[src/rtl/idf_pkg.sv]
package idf_pkg;

    localparam logic DIR_RECEIVE  = 1'b0;
    localparam logic DIR_TRANSMIT = 1'b1;

    typedef struct packed {
        logic vld;
        logic hit;
    } idf_state_t;

    // Direction an object must hold to answer a frame of the given type.
    function automatic logic wanted_dir(input logic remote);
        return remote ? DIR_TRANSMIT : DIR_RECEIVE;
    endfunction

endpackage

[src/rtl/idf_care_mask.sv]
// Builds the per-bit "compare this bit" vector, laid out {dir, ext, id}.
module idf_care_mask #(
    parameter int ID_W  = 29,
    parameter int STD_W = 11
) (
    input  logic            mask_en,
    input  logic [ID_W-1:0] obj_mask,
    input  logic            mask_ext,
    input  logic            mask_dir,
    input  logic            rx_ext,
    output logic [ID_W+1:0] care
);
    localparam int LOW_W = ID_W - STD_W;

    for (genvar i = 0; i < ID_W; i++) begin : g_id
        if (i < LOW_W) begin : g_low
            // low part only exists in extended frames
            assign care[i] = rx_ext & (mask_en ? obj_mask[i] : 1'b1);
        end else begin : g_high
            assign care[i] = mask_en ? obj_mask[i] : 1'b1;
        end
    end

    assign care[ID_W]   = mask_en ? mask_ext : 1'b1;
    assign care[ID_W+1] = mask_en ? mask_dir : 1'b1;

endmodule

[src/rtl/idf_masked_eq.sv]
// Equality of two vectors restricted to the bits flagged in care.
module idf_masked_eq #(
    parameter int W = 31
) (
    input  logic [W-1:0] a,
    input  logic [W-1:0] b,
    input  logic [W-1:0] care,
    output logic         eq
);
    logic [W-1:0] bit_ok;

    for (genvar i = 0; i < W; i++) begin : g_bit
        assign bit_ok[i] = ~care[i] | ~(a[i] ^ b[i]);
    end

    assign eq = &bit_ok;

endmodule

[src/rtl/id_accept_filter.sv]
module id_accept_filter
    import idf_pkg::*;
#(
    parameter int ID_W  = 29,
    parameter int STD_W = 11
) (
    input  logic            clk,
    input  logic            rst_n,
    input  logic            in_valid,
    input  logic [ID_W-1:0] rx_id,
    input  logic            rx_ext,
    input  logic            rx_remote,
    input  logic [ID_W-1:0] obj_id,
    input  logic            obj_ext,
    input  logic            obj_dir,
    input  logic [ID_W-1:0] obj_mask,
    input  logic            mask_ext,
    input  logic            mask_dir,
    input  logic            mask_en,
    input  logic            obj_enable,
    output logic            out_valid,
    output logic            out_match
);
    localparam int CMP_W = ID_W + 2;

    logic [CMP_W-1:0] care_c;
    logic [CMP_W-1:0] obj_vec_c;
    logic [CMP_W-1:0] rx_vec_c;
    logic             fields_eq_c;

    idf_state_t st_d, st_q;

    idf_care_mask #(.ID_W(ID_W), .STD_W(STD_W)) u_care (
        .mask_en  (mask_en),
        .obj_mask (obj_mask),
        .mask_ext (mask_ext),
        .mask_dir (mask_dir),
        .rx_ext   (rx_ext),
        .care     (care_c)
    );

    assign obj_vec_c = {obj_dir, obj_ext, obj_id};
    assign rx_vec_c  = {wanted_dir(rx_remote), rx_ext, rx_id};

    idf_masked_eq #(.W(CMP_W)) u_eq (
        .a    (obj_vec_c),
        .b    (rx_vec_c),
        .care (care_c),
        .eq   (fields_eq_c)
    );

    always_comb begin
        st_d     = st_q;
        st_d.vld = in_valid;
        st_d.hit = in_valid & obj_enable & fields_eq_c;
    end

    always_ff @(posedge clk or negedge rst_n) begin
        if (!rst_n) begin
            st_q <= '0;
        end else begin
            st_q <= st_d;
        end
    end

    assign out_valid = st_q.vld;
    assign out_match = st_q.hit;

endmodule

[config.mk]
export PLATFORM = sky130hd
export DESIGN_NAME = id_accept_filter
export DESIGN_NICKNAME = d
export VERILOG_FILES = /design/src/rtl/idf_pkg.sv /design/src/rtl/idf_care_mask.sv /design/src/rtl/idf_masked_eq.sv /design/src/rtl/id_accept_filter.sv
export SDC_FILE = /design/constraint.sdc
export NUM_CORES = 1
export LEC_CHECK = 0
export BUFFER_PORTS_ARGS = -buffer_cell sky130_fd_sc_hd__buf_2
export CAP_MARGIN = 20
export CELL_PAD_IN_SITES_DETAIL_PLACEMENT = 1
export CELL_PAD_IN_SITES_GLOBAL_PLACEMENT = 2
export CORE_UTILIZATION = 11
export CTS_CLUSTER_DIAMETER = 30
export CTS_CLUSTER_SIZE = 40
export DETAILED_ROUTE_END_ITERATION = 12
export GPL_ROUTABILITY_DRIVEN = 0
export PLACE_DENSITY_LB_ADDON = 0.2
export SYNTH_ARGS = -nofsm -noshare
export SYNTH_HDL_FRONTEND = slang
export SYNTH_SLANG_ARGS = --single-unit
[constraint.sdc]
create_clock -name clk -period 0.8 [get_ports clk]
set_input_delay 0.04 -clock clk [delete_from_list [all_inputs] [get_ports clk]]
set_output_delay 0.04 -clock clk [all_outputs]
set_load 0.1 [all_outputs]
==> results.md <==
- Status: finished, violations left
- Failing checks: setup timing
- Post-route ant nets: 0
- WL final: 3040 µm
- Number of DRC markers in iteration 0: 10
- Final setup fails: 3
- H-tree levels: 1
- Worst IR Drop VDD: 0.268 mV
- CORE AREA: 5110 µm²
- Antenna violations before repair: 0
- Fin crit share: 1.37
- Diode count: 0
- Final Non-Filler Cells: 256
- CP Launch Type: input port
- Primary FF master, synth: dfrtp_1
- Worst-path cell chain: buf_2, xor2_1, nor4_1, a31oi_1, o41ai_1, and3_1
- Hold crit path type: in -> async
- RSZ-0062 raised after global routing: yes
- Clock power share: 0.373
- Clock tree buffer depth: 2
- Clock Sinks: 2
- Switch share: 0.323
- Layout cells sized above 1: 0.591
- Most common cell in the netlist: xor2_1
- Clock-pin slew on the worst setup and hold paths: 0.03 ns
- Setup CP Type: in -> reg
- Leak Pwr: 0.684 nW
- CP endpoint kind: register
- Crit. Startpoint: rx_id[1]
- Met2 GRT Util: 0.217
- Total internal power: 768 µW
- Total number of vias: 1012
- Cell Area, Synth: 586 µm²
- Reg area: 51.3 µm²
- Critical path's slowest cell: nor4_1
- First-pass GRT wire length: 4280 µm
- Critical Path RT: 0.94 ns
- IO Pins: 100
- Final hold vios: 0
- Filler cells: 665
- Post-synthesis sequential area ratio: 0.0855
- Mean Syn Cell Area: 7.51 µm²
- Die Wd: 75.0 µm
- Largest net degree at the start of global routing: 9
- Post-synth top area cell: xor2_1
- DIE AREA: 5620 µm²
- Gr ovfl total: 0
- CP Max Fanout: 2
- CTS tree: yes
- CP arrival: 1.23 ns
- DP HPWL: 2790 µm
- Syn_nets: 176
- Dpl cells: 250
- Post-synth top area share: 0.464
- EDFF count, synth: 0
- P&R area growth vs syn: 121%
- DRT Pass-1 Iters: 3
- CP max stage delay: 0.31 ns
- Clock buffers created by TritonCTS: 3
- M1 GR Usage: 0.0954
- Std cell rows: 26
- Sequential power share: 0.095
- F_max: 915 MHz
- DRC Markers: 0
- Synth area leaders: xor2_1 46%, a22oi_1 9.0%, dfrtp_1 8.5%, o21ai_0 6.0%, nand2_1 3.8%
- #FFs+latches synth: 2
- Top Usage Layer GRT: met2
- Vias in the first global route: 1106
- Cells after synthesis: 78
- Setup slack after layout: -0.293 ns
- CTS root buf: clkbuf_8
- Comb pwr share: 0.533
- Max-cap violations: 0
- Met3 GRT Util: 0.0120
- Psw: 366 µW
- Final min period: 1.09 ns
- P per Cell Area: 875 nW/µm²
- Max-slew violations: 0
- Port buffer count: 99
- Wire per inst: 11.9 µm
- Post-CTS setup buffer count: 0
- Vias per Instance: 3.95
- Worst slew margin: 0.798
- Synth warn: 0
- Critical path endpoint: out_match$_DFF_PN0_
- Finished Core Util: 0.254
- Die height: 75.0 µm
- Initial core utilization: 0.115
- Synth cell types: 21
- Async SR Flop Fraction: 1.00
- Commonest cells post-synth: 31 x xor2_1, 7 x a22oi_1, 7 x o21ai_0, 6 x nand2_1
- Final nets: 285
- Area of the multi-input gates: 533 µm²
- Slew @ Worst Pin: 0.296 ns
- Tot GR Track Use: 0.101
==> cell type report <==
type / count / area share
Sequential cell: 2 / 0.0396
Multi-Input combinational cell: 74 / 0.411
Clock buffer: 4 / 0.0347
Inverter: 1 / 0.00290
Tap cell: 70 / 0.0676
Timing Repair Buffer: 105 / 0.444
==> worst min path at each step <==
stage,start,endpoint,slack (ns),cells after the start
CTS,rst_n,out_valid$_DFF_PN0_,0.15,2
global route,rst_n,out_valid$_DFF_PN0_,0.17,2
floorplan,rst_n,out_match$_DFF_PN0_,-0.26,0
finish,rst_n,out_valid$_DFF_PN0_,0.15,2
detailed placement,rst_n,out_match$_DFF_PN0_,-0.17,1
global placement,rst_n,out_match$_DFF_PN0_,-0.17,1
==> critical path: cells and delay by family <==
kind,cells,cell delay (ns)
simple gates,2,0.51
compound gates,2,0.40
xor+xnor,1,0.17
buf+inv,1,0.10
==> per-stage QoR <==
stage / hold slack [ns] / total power, mW / setup WS, ns / area (µm²) / setup TNS [ns]
after global routing: 0.170 / 1.22 / -0.361 / 1300 / -0.419
final: 0.148 / 1.13 / -0.293 / 1300 / -0.323
after detailed placement: -0.169 / 0.709 / -0.496 / 1220 / -0.496
after floorplan: -0.256 / 0.351 / -0.197 / 587 / -0.321
after CTS: 0.149 / 1.15 / -0.291 / 1290 / -0.334
after global placement: -0.168 / 0.700 / -0.532 / 1220 / -0.532
==> kinds of logic (layout without fill, tap and decap cells) <==
| kind of cell | count (synthesis) | after routing | share of synthesized area |
|---|---|---|---|
| AOI/OAI and AO/OA | 24 | 24 | 0.263 |
| DFF | 2 | 2 | 0.0855 |
| and+or+nand+nor | 19 | 19 | 0.173 |
| xor gates and xnor gates | 31 | 31 | 0.464 |
| buffers and inverters | 2 | 110 | 0.0149 |
==> state kept, by name, summed over array words and instances, names as in the netlist <==
signal / count
out_match: 1
out_valid: 1
==> power by group through the flow <==
stage          Clock, mW  Combinational, mW  Sequential [mW]
4_1_cts            0.431              0.613            0.107
6_report           0.423              0.604            0.107
3_5_place_dp           0              0.601            0.108
5_1_grt            0.436              0.675            0.108
2_1_floorplan          0              0.225            0.126
3_3_place_gp           0              0.592            0.108
==> layout by cell type, fill, tap and decap left out, drive strengths merged <==
cell and count:
dlygate4sd3 2, buf 103, nor3 2, a2111oi 1, xor2 31, dfrtp 2, a222oi 1, nor2 2
a21boi 1, o41ai 1, a31oi 1, nor4 4, clkbuf 4, a22oi 7, inv 1, nand4 3
a21oi 2, nand3 1, and3 1, o21ai 10, nand2 6
==> per-layer routing <==
metal / up-vias / wire length (µm)
met5: - / 0
met4: 0 / 14
met2: 61 / 1620
li1: 504 / -
met1: 445 / 1100
met3: 2 / 304
==> repair_timing <==
item,4_1_cts,5_1_grt
hold buffers,2,0
hold endpoints to repair,3,0
setup endpoints to repair,3,3
gates resized for setup,0,1
(Power assumes the default switching activity.)
